`src/rtl/dring_pkg.sv`:
```
package dring_pkg;
  typedef enum logic [2:0] {
    S_IDLE, S_FETCH, S_FWAIT, S_COPY, S_CWAIT, S_WB, S_WWAIT
  } seq_state_e;

  // 32-byte descriptor image, byte 0 in the low bits
  typedef struct packed {
    logic [31:0] spare;
    logic [31:0] status;
    logic [31:0] ctrl;
    logic [31:0] len;
    logic [63:0] dst;
    logic [63:0] src;
  } desc_t;

  localparam int SLOT_SHIFT   = 5;
  localparam int STATUS_OFS   = 24;
  localparam int CTRL_IRQ_BIT = 0;
endpackage

```
`src/rtl/dring_ptr.sv`:
```
module dring_ptr #(
  parameter int N_ENTRIES = 4,
  localparam int IDX_W  = $clog2(N_ENTRIES),
  localparam int TAIL_W = IDX_W + 1
) (
  input  logic              clk,
  input  logic              rst_n,
  input  logic              tail_wr,
  input  logic [TAIL_W-1:0] tail_val,
  input  logic              adv,
  output logic [IDX_W-1:0]  head,
  output logic [IDX_W-1:0]  tail,
  output logic              empty
);
  localparam logic [IDX_W-1:0]  LAST  = IDX_W'(N_ENTRIES - 1);
  localparam logic [TAIL_W-1:0] LIMIT = TAIL_W'(N_ENTRIES);

  logic tail_ok;
  assign tail_ok = tail_wr && (tail_val < LIMIT);

  always_ff @(posedge clk) begin
    if (!rst_n) begin
      head <= '0;
      tail <= '0;
    end else begin
      if (tail_ok) tail <= tail_val[IDX_W-1:0];
      if (adv) head <= (head == LAST) ? '0 : head + 1'b1;
    end
  end

  assign empty = (head == tail);
endmodule

```
`src/rtl/dring_seq.sv`:
```
module dring_seq
  import dring_pkg::*;
#(
  parameter int N_ENTRIES = 4,
  parameter logic [31:0] DONE_CODE = 32'd1,
  parameter logic [31:0] ERR_CODE  = 32'd2,
  localparam int IDX_W = $clog2(N_ENTRIES)
) (
  input  logic             clk,
  input  logic             rst_n,
  input  logic [63:0]      ring_base,
  input  logic [IDX_W-1:0] head,
  input  logic             empty,
  output logic             adv,
  output logic             rd_req_valid,
  input  logic             rd_req_ready,
  output logic [63:0]      rd_req_addr,
  input  logic             rd_rsp_valid,
  input  logic [255:0]     rd_rsp_data,
  output logic             cp_valid,
  input  logic             cp_ready,
  output logic [63:0]      cp_src,
  output logic [63:0]      cp_dst,
  output logic [31:0]      cp_len,
  input  logic             cp_done_valid,
  input  logic             cp_done_err,
  output logic             wb_valid,
  input  logic             wb_ready,
  output logic [63:0]      wb_addr,
  output logic [31:0]      wb_data,
  input  logic             wb_ack,
  output logic             irq_o
);
  seq_state_e state_q, state_d;
  desc_t      desc_q;
  logic       err_q;
  logic       irq_q;
  logic [63:0] slot_addr;

  assign slot_addr = ring_base + (64'(head) << SLOT_SHIFT);

  always_comb begin
    state_d = state_q;
    unique case (state_q)
      S_IDLE:  if (!empty)        state_d = S_FETCH;
      S_FETCH: if (rd_req_ready)  state_d = S_FWAIT;
      S_FWAIT: if (rd_rsp_valid)  state_d = S_COPY;
      S_COPY:  if (cp_ready)      state_d = S_CWAIT;
      S_CWAIT: if (cp_done_valid) state_d = S_WB;
      S_WB:    if (wb_ready)      state_d = S_WWAIT;
      S_WWAIT: if (wb_ack)        state_d = S_IDLE;
      default:                    state_d = S_IDLE;
    endcase
  end

  assign adv = (state_q == S_WWAIT) && wb_ack;

  always_ff @(posedge clk) begin
    if (!rst_n) begin
      state_q <= S_IDLE;
      desc_q  <= '0;
      err_q   <= 1'b0;
      irq_q   <= 1'b0;
    end else begin
      state_q <= state_d;
      if (state_q == S_FWAIT && rd_rsp_valid) desc_q <= desc_t'(rd_rsp_data);
      if (state_q == S_CWAIT && cp_done_valid) err_q <= cp_done_err;
      irq_q <= adv && desc_q.ctrl[CTRL_IRQ_BIT];
    end
  end

  assign rd_req_valid = (state_q == S_FETCH);
  assign rd_req_addr  = slot_addr;
  assign cp_valid     = (state_q == S_COPY);
  assign cp_src       = desc_q.src;
  assign cp_dst       = desc_q.dst;
  assign cp_len       = desc_q.len;
  assign wb_valid     = (state_q == S_WB);
  assign wb_addr      = slot_addr + 64'(STATUS_OFS);
  assign wb_data      = err_q ? ERR_CODE : DONE_CODE;
  assign irq_o        = irq_q;
endmodule

```
`src/rtl/dring_engine.sv`:
```
module dring_engine #(
  parameter int N_ENTRIES = 4,
  parameter logic [31:0] DONE_CODE = 32'd1,
  parameter logic [31:0] ERR_CODE  = 32'd2,
  localparam int IDX_W  = $clog2(N_ENTRIES),
  localparam int TAIL_W = IDX_W + 1
) (
  input  logic              clk,
  input  logic              rst_n,
  input  logic [63:0]       ring_base,
  input  logic              tail_wr,
  input  logic [TAIL_W-1:0] tail_val,
  output logic [IDX_W-1:0]  head_o,
  output logic [IDX_W-1:0]  tail_o,
  output logic              rd_req_valid,
  input  logic              rd_req_ready,
  output logic [63:0]       rd_req_addr,
  input  logic              rd_rsp_valid,
  input  logic [255:0]      rd_rsp_data,
  output logic              cp_valid,
  input  logic              cp_ready,
  output logic [63:0]       cp_src,
  output logic [63:0]       cp_dst,
  output logic [31:0]       cp_len,
  input  logic              cp_done_valid,
  input  logic              cp_done_err,
  output logic              wb_valid,
  input  logic              wb_ready,
  output logic [63:0]       wb_addr,
  output logic [31:0]       wb_data,
  input  logic              wb_ack,
  output logic              irq_o
);
  logic adv, empty;

  dring_ptr #(.N_ENTRIES(N_ENTRIES)) u_ptr (
    .clk(clk), .rst_n(rst_n), .tail_wr(tail_wr), .tail_val(tail_val),
    .adv(adv), .head(head_o), .tail(tail_o), .empty(empty)
  );

  dring_seq #(.N_ENTRIES(N_ENTRIES), .DONE_CODE(DONE_CODE), .ERR_CODE(ERR_CODE)) u_seq (
    .clk(clk), .rst_n(rst_n), .ring_base(ring_base), .head(head_o),
    .empty(empty), .adv(adv),
    .rd_req_valid(rd_req_valid), .rd_req_ready(rd_req_ready), .rd_req_addr(rd_req_addr),
    .rd_rsp_valid(rd_rsp_valid), .rd_rsp_data(rd_rsp_data),
    .cp_valid(cp_valid), .cp_ready(cp_ready), .cp_src(cp_src), .cp_dst(cp_dst),
    .cp_len(cp_len), .cp_done_valid(cp_done_valid), .cp_done_err(cp_done_err),
    .wb_valid(wb_valid), .wb_ready(wb_ready), .wb_addr(wb_addr), .wb_data(wb_data),
    .wb_ack(wb_ack), .irq_o(irq_o)
  );
endmodule

```
`config.mk`:
```
export PLATFORM = sky130hd
export DESIGN_NAME = dring_engine
export DESIGN_NICKNAME = d
export VERILOG_FILES = /design/src/rtl/dring_pkg.sv /design/src/rtl/dring_ptr.sv /design/src/rtl/dring_seq.sv /design/src/rtl/dring_engine.sv
export SDC_FILE = /design/constraint.sdc
export NUM_CORES = 1
export LEC_CHECK = 0
export CAP_MARGIN = 20
export CELL_PAD_IN_SITES_DETAIL_PLACEMENT = 0
export CELL_PAD_IN_SITES_GLOBAL_PLACEMENT = 2
export CORE_AREA = 3 3 259 261
export DETAILED_ROUTE_END_ITERATION = 7
export DIE_AREA = 0 0 262 264
export MAX_ROUTING_LAYER = met4
export PLACE_DENSITY = 0.81
export SYNTH_ARGS = -nofsm -noshare
export SYNTH_HDL_FRONTEND = slang
export SYNTH_SLANG_ARGS = --single-unit
```
`constraint.sdc`:
```
create_clock -name clk -period 8.99 [get_ports clk]
set_input_delay 2.2475 -clock clk [delete_from_list [all_inputs] [get_ports clk]]
set_output_delay 2.2475 -clock clk [all_outputs]
set_load 0.03 [all_outputs]
```
==> results by group, run 1 <==
Timing
  • Measured slew at the worst slew-check pin: 0.9963 ns
  • Tcrit/Tclk final: 97.52%
  • Hold slack: 0.4559 ns
  • Clk_skew: 0.02477 ns
  • Final setup viols: 0
  • Setup_tns: 0 ns
  • Final Hold Viols: 0
  • Clock period minus worst slack: 8.767 ns
  • Rel. slew slack: 33.58%
  • Achievable frequency: 114.1 MHz
  • RSZ-0062 raised after global routing: no
  • Max-slew violation count: 0

Power
  • Leakage power total: 5.728 nW
  • Design Power: 2.133 mW
  • Maximum VDD drop: 135.3 uV
  • PD cells: 126.1 nW/um^2

Layout
  • FILL cells: 7,102
  • P&R area growth vs syn: 54.14%
  • Layout Nets: 2,155
  • Share of post-route cells with drive strength above 1: 9.344%

Detailed routing
  • Drt first pass iters: 4
  • Remaining antenna violation count: 0
  • DRC: 0
  • Drt wl/cell: 17.32 um
  • Via count: 10,920
  • Final WL: 46,550 um
  • 1st-iter DRT viols: 475
  • Via density: 4.064

Synthesis
  • Yosys top cell area share: 31.01%
  • Yosys reg bits: 170
  • Seq/Total Area, Yosys: 31.01%
  • Most frequent cell after synthesis: nand2_1
  • Synth top area cells: dfxtp_1 31%, buf_4 14%, nand2_1 13%, a21boi_0 11%, xnor2_1 5.4%
  • Post-synthesis instance area: 10,970 sq um
  • Share of flip-flops with an asynchronous set or reset: 0%
  • Cell variety after synth: 58
  • Yosys warnings: 0
  • Post-synth EDFFs: 0
  • Most used DFF post-synth: dfxtp_1
  • Post-Syn Area per Cell: 7.589 sq um
  • Yosys top cell by area: dfxtp_1
  • Cells after synthesis: 1,446
  • Most common library cells after synthesis: 375 x nand2_1, 200 x buf_4, 170 x dfxtp_1

Worst setup path
  • Worst-path cell chain: clkdlybuf4s50_1, ha_1, inv_1, fa_1, and4b_1, buf_4, nand3_1, or4_4, xor2_2, clkinv_2, nand3_2, or4_4, or4_4, nor4_2, xor2_1, buf_12
  • CP max FO: 6
  • CP Capture Type: output port
  • CP max stage cell: fa_1
  • CP Launch Type: input pin
  • Req. time, crit path: 6.74 ns
  • Crit-path max cell delay: 0.49 ns
  • Setup Crit Path Kind: in2out
  • Most common cell on crit path: or4_4
  • Register-to-register setup slack: 6.39 ns
  • Crit path DAT: 6.52 ns
  • Crit-path leading delay family: simple AND/OR/NAND/NOR gates
  • CP bufs+invs: 5

Placement
  • GP Congestion: 0.8802
  • Port-buffer cells: 526
  • Detailed Place HPWL: 37,210 um

Floorplan
  • Row cnt: 93
  • Die Footprint: 69,170 sq um
  • Die Ht: 264 um
  • Initial core utilization: 16.96%
  • Die width: 262 um
  • Placeable Area: 64,700 sq um
  • # IOs: 661

Global routing
  • Number of global-route vias before repair: 10,960
  • GRT Total Usage: 13.27%
  • First-pass GRT wire length: 67,810 um
  • Largest net degree at the start of global routing: 154
  • GR Overflow Total: 0
  • Initial antenna violation count: 5

Clocking
  • CTS tree: done
  • Clk root buf: clkbuf_16
  • Clock Path Buffers: 2
  • CTS clk-pin slew, worst paths: 0.08 ns
  • CTS sink cnt: 170
  • Hold Buf Count CTS: 0
  • CTS Buf Count: 17
  • H-tree Lvls: 4
  • Clk Latency, worst-skew pair: 0.47 ns

Outcome
  • Status: finished, final reports clean

Run
  • Max-cap violation count: 0

Min path
  • HP Class: reg2reg
-- stage by stage --
step	worst slack (ns)	cell area, sq um	utilization, %	std cells
final	0.2231	16920	26.15	2687
after global routing	0.04016	16920	26.15	2687
after CTS	0.09323	16880	26.09	2685
after detailed placement	0.1043	16240	25.10	2653
after global placement	0.1341	16240	25.10	2653
after floorplan	0.006597	11090	-	1475
-- area by class of cell --
cell class	count	area [sq um]	area share (%)
clock inverter	15	214.0	1.265
inverter	44	166.4	0.9837
timing repair buffer	597	5868	34.69
tap	855	1070	6.324
sequential	170	3403	20.12
multi-input combinational	987	5764	34.08
clock buffer	17	425.4	2.515
antenna	2	5.005	0.02959
-- state kept, by name (all words and copies together) (netlist names) --
| name | flops |
|---|---|
| u_ptr.tail | 2 |
| u_seq.state_q | 3 |
| u_seq.cp_len | 32 |
| u_seq.cp_dst | 64 |
| u_seq.irq_o | 1 |
| u_seq.desc_q | 1 |
| u_ptr.head | 2 |
| u_seq.err_q | 1 |
| u_seq.cp_src | 64 |
-- cells in the final DEF (no fill, tap or decap), types with 4 or more instances in the layout --
| cell type | count |
|---|---|
| nor4_2 | 5 |
| nor3_1 | 37 |
| nor4_1 | 21 |
| ha_1 | 4 |
| nor3b_1 | 7 |
| buf_12 | 14 |
| a21oi_1 | 11 |
| o21ai_0 | 7 |
| nor2_1 | 33 |
| and3_1 | 15 |
| nand4_1 | 30 |
| and4_1 | 6 |
| xor2_1 | 46 |
| nor2b_1 | 13 |
| clkbuf_16 | 17 |
| nand3_1 | 42 |
| and2_1 | 9 |
| buf_4 | 99 |
| clkinv_8 | 7 |
| nand2_1 | 375 |
| clkdlybuf4s50_1 | 484 |
| nand4b_1 | 6 |
| conb_1 | 30 |
| inv_1 | 43 |
| a21boi_0 | 166 |
| dfxtp_1 | 170 |
| or4_4 | 5 |
| xnor2_1 | 67 |
-- worst paths after layout --
kind                      from          endpoint  cells past startpoint
max               ring_base[5]       wb_addr[63]                     16
min          u_seq.desc_q[160]       u_seq.irq_o                      2
max reg2reg   u_seq.state_q[1]  u_seq.cp_src[61]                      4
min reg2reg  u_seq.desc_q[160]       u_seq.irq_o                      2
-- repair_timing --
item | in CTS | in global routing
endpoints found under the setup margin | 0 | 15
endpoints found under the hold margin | 0 | 0
gates resized for setup | 0 | 6
buffers inserted | 0 | 0
-- kinds of logic (layout without fill, tap and decap cells) --
group / Yosys count / count (layout) / share of synthesized area, %
AO/OA/AOI/OAI: 204 / 204 / 13.62
multiplexers: 3 / 3 / 0.2736
flip-flops: 170 / 170 / 31.01
adder cells (fa/ha/maj): 5 / 5 / 0.6385
XOR/XNOR: 116 / 116 / 9.326
buffers and inverters: 318 / 673 / 17.96
other: 1 / 32 / 0.03417
AND/OR/NAND/NOR: 629 / 629 / 27.13
-- layer usage --
layer,vias to the layer above,global-route usage (%),wire length (um)
met5,-,-,0
met1,5081,13.37,17170
li1,5298,-,-
met2,489,23.43,23370
met3,52,5.426,4896
met4,0,3.949,1112
-- worst register-to-register path, stage by stage (launching register included) --
cell and delay (ns):
dfxtp_1 0.58, nor4bb_4 0.65, buf_12 0.43, nand2_1 0.65
a21boi_0 0.20
-- report_power, final --
part,switching [mW],leakage [nW],total [mW],internal [mW]
combinational,0.289,4.05,0.528,0.240
clock,0.407,0.309,0.815,0.407
sequential,0.0163,1.37,0.790,0.774
(Power assumes the default switching activity.)
==> run 2, diff against run 1 <==
REMOVE_ABC_BUFFERS = 1   (was default)
==> results by group, run 2 (synthesis results as in run 1) <==
Layout
  • Share of post-route cells with drive strength above 1: 9.755%
  • Register Area: 3403 sq um
  • Commonest non-fill, non-tap cell in the layout: clkdlybuf4s50_1
  • Commonest non-fill, non-tap cells in the layout: 482 x clkdlybuf4s50_1, 375 x nand2_1, 170 x dfxtp_1
  • Multi-input gate area: 5763 sq um
  • Layout Nets: 2,160
  • Final Util: 26.17%
  • P&R area growth vs syn: 54.28%
  • FILL cells: 7,120

Detailed routing
  • Drt wl/cell: 17.68 um
  • Via density: 4.057
  • Final WL: 47,650 um
  • DRC: 0
  • 1st-iter DRT viols: 488
  • Drt first pass iters: 5
  • Remaining antenna violation count: 0
  • Via count: 10,930

Placement
  • GP Congestion: 0.8985
  • Detailed Place HPWL: 37,820 um
  • Port-buffer cells: 526

Timing
  • Final Hold Viols: 0
  • Clk_skew: 0.02377 ns
  • Clock period minus worst slack: 8.708 ns
  • Achievable frequency: 114.8 MHz
  • Hold slack: 0.4413 ns
  • Max-slew violation count: 0
  • Measured slew at the worst slew-check pin: 1.043 ns
  • Tcrit/Tclk final: 96.87%
  • Final setup viols: 0
  • Rel. slew slack: 30.44%

Worst setup path
  • CP Launch Type: input pin
  • Setup Crit Path Kind: in2out
  • Crit path DAT: 6.46 ns
  • CP max stage cell: or4_4
  • Crit-path max cell delay: 0.51 ns
  • Worst-path cell chain: clkdlybuf4s50_1, ha_1, inv_1, fa_1, and4b_2, nand3_1, buf_4, nor4_1, xor2_1, nand3_2, or4_4, or4_4, nor4_2, xor2_1, buf_4
  • CP Capture Type: output port
  • Req. time, crit path: 6.74 ns
  • CP max FO: 7

Floorplan
  • Die Footprint: 69,170 sq um
  • Initial core utilization: 16.96%
  • Die Ht: 264 um
  • # IOs: 661
  • Die width: 262 um
  • Placeable Area: 64,700 sq um
  • Row cnt: 93

Clocking
  • CTS tree: done
  • H-tree Lvls: 4
  • CTS sink cnt: 170
  • CTS clk-pin slew, worst paths: 0.09 ns
  • Hold Buf Count CTS: 0
  • Clk root buf: clkbuf_16
  • Clock Path Buffers: 2
  • Postcts setup bufs: 0
  • CTS Buf Count: 17
  • Resized cells post-CTS: 0
  • Clk Latency, worst-skew pair: 0.49 ns

Power
  • Leakage power total: 5.741 nW
  • PD cells: 126.8 nW/um^2
  • Design Power: 2.147 mW
  • Maximum VDD drop: 173.6 uV

Global routing
  • Initial antenna violation count: 6
  • GR Overflow Total: 0
  • Number of global-route vias before repair: 11,190
  • First-pass GRT wire length: 69,040 um
  • Largest net degree at the start of global routing: 162
  • GRT Total Usage: 13.58%

Outcome
  • Status: finished, final reports clean

Run
  • Max-cap violation count: 0

Min path
  • HP Class: reg2reg
run 2: layout make-up:
type / count / area share [%]
repair buffers: 602 / 34.63
multi-input cells: 987 / 34.04
flip-flops and latches: 170 / 20.10
well taps: 855 / 6.318
clock buffers: 17 / 2.513
clock inverters: 15 / 1.345
inverters: 44 / 0.9829
diodes: 5 / 0.07390
run 2: power by group:
| group | leakage, nW | internal, mW | switching [mW] | total, mW |
|---|---|---|---|---|
| Combinational | 4.06 | 0.237 | 0.289 | 0.527 |
| Sequential | 1.37 | 0.774 | 0.0163 | 0.790 |
| Clock | 0.315 | 0.398 | 0.431 | 0.829 |
| Total | 5.74 | 1.41 | 0.737 | 2.15 |
run 2: final timing paths:
path | start | end | slack, ns | depth (start not counted)
max reg2reg | u_seq.state_q[0] | u_seq.cp_dst[61] | 6.87 | 5
max | ring_base[5] | wb_addr[63] | 0.28 | 15
min reg2reg | u_seq.desc_q[160] | u_seq.irq_o | 0.44 | 2
min | u_seq.desc_q[160] | u_seq.irq_o | 0.44 | 2
run 2: per-stage QoR:
step | TNS, ns | instance area, sq um | setup slack [ns] | std cells
2_1_floorplan | -752.05 | 9279 | -4.671 | 1201
3_3_place_gp | 0 | 16230 | 0.2088 | 2658
3_5_place_dp | 0 | 16230 | 0.1644 | 2658
4_1_cts | 0 | 16880 | 0.1569 | 2690
5_1_grt | -0.09676 | 16930 | -0.02936 | 2695
6_report | 0 | 16930 | 0.2817 | 2695
run 2: metal layers:
| metal | part of all wire (%) | track usage (%) | wire length [um] | vias up |
|---|---|---|---|---|
| met5 | 0 | - | 0 | - |
| met3 | 12 | 6.423 | 5589 | 42 |
| met1 | 37 | 13.71 | 17540 | 5102 |
| li1 | - | - | - | 5301 |
| met2 | 50 | 23.38 | 23620 | 488 |
| met4 | 1.9 | 3.889 | 902 | 0 |
run 2: critical path, delay by kind of cell:
family | cells | cell delay [ns]
adder cells (fa/ha/maj) | 2 | 0.64
AND/OR/NAND/NOR | 7 | 2.19
buffers and inverters | 4 | 0.89
XOR/XNOR | 2 | 0.48
==> run 3, diff against run 2 <==
CAP_MARGIN = 10   (was 20)
==> results of run 3 <==
The final DEF is identical to that of run 2; final timing and power are the same.
